`src/rtl/qdma_pkg.sv`:
```
package qdma_pkg;
  localparam int QD_AW = 32;
  localparam int CTL_W = 16;

  typedef enum logic [1:0] {AM_UP = 2'd0, AM_DOWN = 2'd1, AM_HOLD = 2'd2, AM_UP_RLD = 2'd3} addr_mode_e;
  typedef enum logic [1:0] {ST_NOW = 2'd0, ST_VBL = 2'd1, ST_HBL = 2'd2, ST_SPECIAL = 2'd3} start_e;
  typedef enum logic [1:0] {SEL_RADDR = 2'd0, SEL_WADDR = 2'd1, SEL_COUNT = 2'd2, SEL_CTRL = 2'd3} reg_sel_e;

  typedef struct packed {
    logic       en;
    logic [4:0] rsvd;
    logic       xreq;
    logic       irq_en;
    start_e     start;
    logic       wide;
    logic       rpt;
    addr_mode_e rmode;
    addr_mode_e wmode;
  } ctrl_t;

  // Step an address by one unit according to its mode.
  function automatic logic [QD_AW-1:0] step_addr(logic [QD_AW-1:0] a, addr_mode_e m, logic wide);
    logic [QD_AW-1:0] st;
    st = wide ? QD_AW'(4) : QD_AW'(2);
    case (m)
      AM_DOWN: return a - st;
      AM_HOLD: return a;
      default: return a + st;
    endcase
  endfunction

  // Force alignment to the unit size.
  function automatic logic [QD_AW-1:0] align_addr(logic [QD_AW-1:0] a, logic wide);
    return wide ? {a[QD_AW-1:2], 2'b00} : {a[QD_AW-1:1], 1'b0};
  endfunction
endpackage

```
`src/rtl/qdma_arbiter.sv`:
```
module qdma_arbiter #(
  parameter int NCH = 4
) (
  input  logic [NCH-1:0] pend,
  output logic [NCH-1:0] pick
);
  always_comb begin
    pick = '0;
    for (int i = NCH - 1; i >= 0; i--) begin
      if (pend[i]) pick = NCH'(1) << i;
    end
  end
endmodule

```
`src/rtl/qdma_channel.sv`:
```
module qdma_channel
  import qdma_pkg::*;
#(
  parameter int CH_IDX = 0,
  parameter int NCH    = 4,
  parameter int CW     = 16
) (
  input  logic             clk,
  input  logic             rst_n,
  input  logic             wr_en,
  input  reg_sel_e         wr_sel,
  input  logic [QD_AW-1:0] wr_data,
  input  logic             hblank,
  input  logic             vblank,
  input  logic             unit_done,
  output logic             pending,
  output logic             enabled,
  output logic             wide,
  output logic [QD_AW-1:0] cur_raddr,
  output logic [QD_AW-1:0] cur_waddr,
  output logic             irq
);
  localparam int LW      = CW + 1;
  localparam int MAX_CNT = (CH_IDX == NCH - 1) ? (1 << CW) : (1 << (CW - 2));

  ctrl_t            ctl_q;
  logic [QD_AW-1:0] raddr_q, waddr_q, wr_r_q, wr_w_q;
  logic [CW-1:0]    cnt_q;
  logic [LW-1:0]    left_q;
  logic             pend_q, irq_q;

  function automatic logic [LW-1:0] load_count(logic [CW-1:0] c);
    return (c == '0) ? LW'(MAX_CNT) : LW'(c);
  endfunction

  ctrl_t ctl_new;
  logic  ctl_wr, arm, last_unit, blank_hit;
  assign ctl_new   = ctrl_t'(wr_data[CTL_W-1:0]);
  assign ctl_wr    = wr_en && (wr_sel == SEL_CTRL);
  assign arm       = ctl_wr && !ctl_q.en && ctl_new.en;
  assign last_unit = unit_done && ctl_q.en && (left_q == LW'(1));
  assign blank_hit = ctl_q.en && !(last_unit && !ctl_q.rpt) &&
                     ((hblank && ctl_q.start == ST_HBL) || (vblank && ctl_q.start == ST_VBL));

  always_ff @(posedge clk or negedge rst_n) begin
    if (!rst_n) begin
      ctl_q   <= '0;
      raddr_q <= '0;
      waddr_q <= '0;
      cnt_q   <= '0;
      wr_r_q  <= '0;
      wr_w_q  <= '0;
      left_q  <= '0;
      pend_q  <= 1'b0;
      irq_q   <= 1'b0;
    end else begin
      irq_q <= 1'b0;
      if (unit_done && ctl_q.en) begin
        wr_r_q <= step_addr(wr_r_q, ctl_q.rmode, ctl_q.wide);
        wr_w_q <= step_addr(wr_w_q, ctl_q.wmode, ctl_q.wide);
        left_q <= left_q - LW'(1);
        if (last_unit) begin
          pend_q <= 1'b0;
          irq_q  <= ctl_q.irq_en;
          if (ctl_q.rpt) begin
            left_q <= load_count(cnt_q);
            if (ctl_q.wmode == AM_UP_RLD) wr_w_q <= align_addr(waddr_q, ctl_q.wide);
          end else begin
            ctl_q.en <= 1'b0;
          end
        end
      end
      if (blank_hit) pend_q <= 1'b1;
      if (wr_en) begin
        case (wr_sel)
          SEL_RADDR: raddr_q <= {wr_data[QD_AW-1:1], 1'b0};
          SEL_WADDR: waddr_q <= {wr_data[QD_AW-1:1], 1'b0};
          SEL_COUNT: cnt_q   <= wr_data[CW-1:0];
          default: begin
            ctl_q <= ctl_new;
            if (arm) begin
              wr_r_q <= align_addr(raddr_q, ctl_new.wide);
              wr_w_q <= align_addr(waddr_q, ctl_new.wide);
              left_q <= load_count(cnt_q);
              pend_q <= (ctl_new.start == ST_NOW);
            end else if (!ctl_new.en) begin
              pend_q <= 1'b0;
            end
          end
        endcase
      end
    end
  end

  logic unused_ctl_bits;
  assign unused_ctl_bits = &{1'b0, ctl_q.rsvd, ctl_q.xreq};

  assign pending   = pend_q && ctl_q.en;
  assign enabled   = ctl_q.en;
  assign wide      = ctl_q.wide;
  assign cur_raddr = wr_r_q;
  assign cur_waddr = wr_w_q;
  assign irq       = irq_q;
endmodule

```
`src/rtl/qdma_mover.sv`:
```
module qdma_mover
  import qdma_pkg::*;
#(
  parameter int NCH = 4,
  parameter int DW  = 32
) (
  input  logic                       clk,
  input  logic                       rst_n,
  input  logic [NCH-1:0]             pend,
  input  logic [NCH-1:0]             wide_vec,
  input  logic [NCH-1:0][QD_AW-1:0]  raddr_vec,
  input  logic [NCH-1:0][QD_AW-1:0]  waddr_vec,
  output logic                       mem_req,
  output logic                       mem_we,
  output logic                       mem_wide,
  output logic [QD_AW-1:0]           mem_addr,
  output logic [DW-1:0]              mem_wdata,
  input  logic                       mem_gnt,
  input  logic [DW-1:0]              mem_rdata,
  output logic [NCH-1:0]             unit_done
);
  localparam int IW = (NCH > 1) ? $clog2(NCH) : 1;

  typedef enum logic [1:0] {MV_IDLE, MV_READ, MV_WRITE} mv_state_e;

  mv_state_e      state_q;
  logic [NCH-1:0] owner_q, pick;
  logic [DW-1:0]  data_q;
  logic [IW-1:0]  own_idx;

  function automatic logic [IW-1:0] oh_to_idx(logic [NCH-1:0] oh);
    logic [IW-1:0] r;
    r = '0;
    for (int i = 0; i < NCH; i++) if (oh[i]) r = IW'(i);
    return r;
  endfunction

  qdma_arbiter #(.NCH(NCH)) u_arb (.pend(pend), .pick(pick));

  assign own_idx = oh_to_idx(owner_q);

  always_ff @(posedge clk or negedge rst_n) begin
    if (!rst_n) begin
      state_q <= MV_IDLE;
      owner_q <= '0;
      data_q  <= '0;
    end else begin
      case (state_q)
        MV_IDLE: if (pick != '0) begin
          owner_q <= pick;
          state_q <= MV_READ;
        end
        MV_READ: if (mem_gnt) begin
          data_q  <= mem_rdata;
          state_q <= MV_WRITE;
        end
        default: if (mem_gnt) state_q <= MV_IDLE;
      endcase
    end
  end

  assign mem_req   = (state_q != MV_IDLE);
  assign mem_we    = (state_q == MV_WRITE);
  assign mem_wide  = wide_vec[own_idx];
  assign mem_addr  = (state_q == MV_WRITE) ? waddr_vec[own_idx] : raddr_vec[own_idx];
  assign mem_wdata = data_q;
  assign unit_done = (state_q == MV_WRITE && mem_gnt) ? owner_q : '0;
endmodule

```
`src/rtl/quad_dma_engine.sv`:
```
module quad_dma_engine
  import qdma_pkg::*;
#(
  parameter int NCH = 4,
  parameter int CW  = 16,
  parameter int DW  = 32,
  localparam int CHW = (NCH > 1) ? $clog2(NCH) : 1
) (
  input  logic             clk,
  input  logic             rst_n,
  input  logic             cfg_we,
  input  logic [CHW-1:0]   cfg_ch,
  input  logic [1:0]       cfg_reg,
  input  logic [QD_AW-1:0] cfg_wdata,
  input  logic             hblank_i,
  input  logic             vblank_i,
  output logic             mem_req,
  output logic             mem_we,
  output logic             mem_wide,
  output logic [QD_AW-1:0] mem_addr,
  output logic [DW-1:0]    mem_wdata,
  input  logic             mem_gnt,
  input  logic [DW-1:0]    mem_rdata,
  output logic [NCH-1:0]   chan_en,
  output logic [NCH-1:0]   irq
);
  logic [NCH-1:0]            pend_vec, wide_vec, unit_done;
  logic [NCH-1:0][QD_AW-1:0] raddr_vec, waddr_vec;

  for (genvar g = 0; g < NCH; g++) begin : g_ch
    qdma_channel #(.CH_IDX(g), .NCH(NCH), .CW(CW)) u_ch (
      .clk      (clk),
      .rst_n    (rst_n),
      .wr_en    (cfg_we && (cfg_ch == CHW'(g))),
      .wr_sel   (reg_sel_e'(cfg_reg)),
      .wr_data  (cfg_wdata),
      .hblank   (hblank_i),
      .vblank   (vblank_i),
      .unit_done(unit_done[g]),
      .pending  (pend_vec[g]),
      .enabled  (chan_en[g]),
      .wide     (wide_vec[g]),
      .cur_raddr(raddr_vec[g]),
      .cur_waddr(waddr_vec[g]),
      .irq      (irq[g])
    );
  end

  qdma_mover #(.NCH(NCH), .DW(DW)) u_mover (
    .clk      (clk),
    .rst_n    (rst_n),
    .pend     (pend_vec),
    .wide_vec (wide_vec),
    .raddr_vec(raddr_vec),
    .waddr_vec(waddr_vec),
    .mem_req  (mem_req),
    .mem_we   (mem_we),
    .mem_wide (mem_wide),
    .mem_addr (mem_addr),
    .mem_wdata(mem_wdata),
    .mem_gnt  (mem_gnt),
    .mem_rdata(mem_rdata),
    .unit_done(unit_done)
  );
endmodule

```
`config.mk`:
```
export PLATFORM = sky130hd
export DESIGN_NAME = quad_dma_engine
export DESIGN_NICKNAME = d
export VERILOG_FILES = /design/src/rtl/qdma_pkg.sv /design/src/rtl/qdma_arbiter.sv /design/src/rtl/qdma_channel.sv /design/src/rtl/qdma_mover.sv /design/src/rtl/quad_dma_engine.sv
export SDC_FILE = /design/constraint.sdc
export NUM_CORES = 2
export LEC_CHECK = 0
export ABC_AREA = 1
export BUFFER_PORTS_ARGS = -buffer_cell sky130_fd_sc_hd__buf_2
export CAP_MARGIN = 40
export CORE_UTILIZATION = 39
export DETAILED_ROUTE_END_ITERATION = 10
export GPL_ROUTABILITY_DRIVEN = 1
export PLACE_DENSITY = 0.54
export SLEW_MARGIN = 20
export SYNTH_ARGS = -nofsm -noshare
export SYNTH_HDL_FRONTEND = slang
export SYNTH_SLANG_ARGS = --single-unit
```
`constraint.sdc`:
```
create_clock -name clk -period 7.95 [get_ports clk]
set_clock_uncertainty 0.15 [all_clocks]
set_input_delay 0.795 -clock clk [delete_from_list [all_inputs] [get_ports clk]]
set_output_delay 0.795 -clock clk [all_outputs]
set_load 0.02 [all_outputs]
```
==> results.cfg <==
[run_status]
status = complete, no violations

[sta]
rsz0062_at_grt = no
slew_headroom_pct = 34.2
layout_min_cycle_time_ps = 4910
fin_ws_ps = 3040
drv_slew = 0
worstMarginPinSlew_ps = 987
period_share_pct = 61.8
finalHoldViolCount = 0
finalSetupViolCount = 0
setup_tns_ps = 0
timing.fmax_mhz = 204

[clock_tree]
cts-buffers-inserted = 88
ctsHoldBuffers = 1
clk_pin_slew_ps = 60
cts.sinks = 718
root_buffer = clkbuf_16
clockBufferDepth = 3
cts.htree.levels = 3
cts_setup_buffers = 0
cts_tree = yes
worstSkewPairLatency_ps = 730
ctsResizeCount = 0

[finish]
area_growth_pct = 11.9
final_util_pct = 44.1
nFillCells = 13800
final-seq-area_sq_mm = 0.0180
mostFrequentLayoutCell = nand2_1
multi_input_area_sq_mm = 0.0284
final_nets = 7967
final_cell_mix = nand2_1, inv_1, o21ai_0
drive_gt1_share_pct = 7.11

[worst_setup_path]
r2r_slack_ps = 3830
cp.required_ps = 7010
crit_fanout = 64
worstPathCellList = buf_4 -> a21oi_2 -> buf_4 -> clkinv_2 -> buf_12 -> nor2_1 -> o221ai_1 -> o31ai_1 -> inv_1 -> buf_2
cpMostUsedCell = buf_4
path_delay_family = buffers and inverters
slowest_delay_ps = 670
cp.arrival_ps = 3970
endpoint_kind = output pin
slowest_stage = clkinv_2
cp.buffers_inverters = 6
crit_path_start_kind = flop
critical_path_class = reg2out

[routing]
antenna_left = 0
route.detailed.drc = 0
vias = 53300
drt-wirelength-per-cell_microns = 22.7
viasPerCell = 5.57
drt_iter0_markers = 6038
routed_wl_mm = 218
drtPass1Iterations = 6

[pwr]
irDropWorstVdd_uv = 249
total_leakage_power_nw = 29.3
finalPower_mw = 22.1
cellPowerDensity_mw_per_mm2 = 386

[yosys]
synthTopCellsByArea = dfrtp_1, nand2_1, o21ai_0, inv_1, nor2_1
synth_area_sq_mm = 0.0512
syn_avg_cell_area_sq_um = 6.62
post-synth-top-area-cell = dfrtp_1
synth_top_area_share_pct = 35.1
synth-main-ff-cell = dfrtp_1
yosysUniqueCellTypes = 61
synth-seq-cells = 718
syn_inst = 7738
ys_seq_area_share_pct = 35.1
ys_async_sr_fraction_pct = 100
synth_edf_count = 0
synth_nets = 7956
yosysWarningCount = 0

[job]
maxCapViolations = 0

[place]
gp_congestion = 1.02
io_buffers = 148
dp_slack_ps = 3350
dp.final_hpwl_mm = 160

[floorplan]
die_area_sq_mm = 0.133
fp.dieH_microns = 364
io_pins = 149
start_util_pct = 39.5
rows = 132
die_w_microns = 364
core-area_sq_mm = 0.130

[grt]
grt_start_max_net_pins = 165
antenna_found_initial = 24
grt.overflow.total = 0
grt_pass1_wl_mm = 324
grt_pass1_vias = 49000
grtUsageTotal_pct = 32.4

[hold_path]
worstHoldPathType = in2reg
## final cells by class
type	instances	area share, %
tap	1742	3.80
clock buffer	123	4.37
multi-input combinational	5739	49.6
clock inverter	39	1.09
inverter	939	6.16
antenna	4	0.0175
sequential	718	31.4
timing repair buffer	263	3.65
## registers in the layout (all words and copies together) (netlist names), 32 cells and up
| signal | cells |
|---|---|
| g_ch.u_ch.ctl_q | 32 |
| g_ch.u_ch.cur_waddr | 128 |
| g_ch.u_ch.cnt_q | 64 |
| g_ch.u_ch.left_q | 68 |
| g_ch.u_ch.raddr_q | 124 |
| g_ch.u_ch.cur_raddr | 124 |
| g_ch.u_ch.waddr_q | 124 |
| u_mover.mem_wdata | 32 |
## final timing paths
check	startpoint	to	cells past startpoint
setup / recovery	u_mover.owner_q[1]	mem_addr[1]	10
hold / removal	mem_rdata[13]	u_mover.mem_wdata[13]	2
setup reg to reg	u_mover.owner_q[1]	g_ch[1].u_ch.cur_raddr[9]	13
hold reg to reg	g_ch[2].u_ch.raddr_q[20]	g_ch[2].u_ch.cur_raddr[20]	2
max in group asynchronous	rst_n	g_ch[0].u_ch.cur_waddr[3]	5
min in group asynchronous	rst_n	g_ch[2].u_ch.cur_waddr[24]	2
## synth_stat cells, types with 6 or more instances
library cell / number
buf_4: 14
ha_1: 144
buf_1: 14
a32o_1: 12
o31ai_1: 23
o22ai_1: 14
o21ai_0: 808
dfrtp_1: 718
nand3b_1: 7
o221ai_1: 72
xor2_1: 79
a21boi_0: 12
inv_2: 23
or2_2: 29
xnor2_1: 23
a41o_1: 12
o221a_2: 6
clkbuf_1: 252
a21o_1: 30
a41oi_1: 66
o21ai_1: 24
mux2_2: 32
a221oi_1: 30
nor4_1: 33
nand3_1: 456
nor2_1: 800
o21a_1: 8
nor3_1: 40
inv_1: 915
a21oi_1: 482
nand4_1: 59
o21bai_1: 20
o211ai_1: 68
a31oi_1: 55
buf_2: 61
nand2_1: 2232
## metrics by stage
step	hold WS, ps	std cells	area [sq um]
5_1_grt	125	9564	57300
6_report	150	9567	57300
3_5_place_dp	311	9390	54000
3_3_place_gp	308	9362	53400
4_1_cts	111	9553	57100
2_1_floorplan	299	7738	51200
## report_power, final
group          internal [mW]  total [mW]  leakage (nW)  switching, mW
sequential              4.81        6.34          8.90           1.53
clock                   2.61        4.40          1.51           1.79
combinational           3.51        11.4          18.9           7.89
## metal layers
metal  wire, microns  up-vias  share of wire (%)  GRT usage [%]
met5              12        -             0.0055              0
met4            9350        2                4.3           13.0
met3           17000      363                7.8           4.91
met2           93800     2119                 43           49.4
met1           97500    25300                 45           45.7
li1                -    25500                  -              -
## worst reg2reg max path: stages (launching register included)
cell and delay [ps]:
dfrtp_1 320, buf_4 320, inv_2 240, buf_12 230, nor3_4 180, buf_4 570, inv_1 570, a21oi_4 230
buf_4 480, inv_1 390, nand2_1 130, o21ai_0 80, nand2_1 70, nand2_1 70
## kinds of logic (layout without fill, tap and decap cells)
group	after synthesis	count (layout)	synth area share, %
other	0	4	0
and+or+nand+nor	3687	3687	29.2
AOI/OAI and AO/OA	1772	1772	20.0
muxes	34	34	0.743
DFF	718	718	35.1
buffers and inverters	1281	1364	9.65
adders and majority gates	144	144	3.52
xor gates and xnor gates	102	102	1.74
No activity file was read; power rests on OpenSTA's default activity.
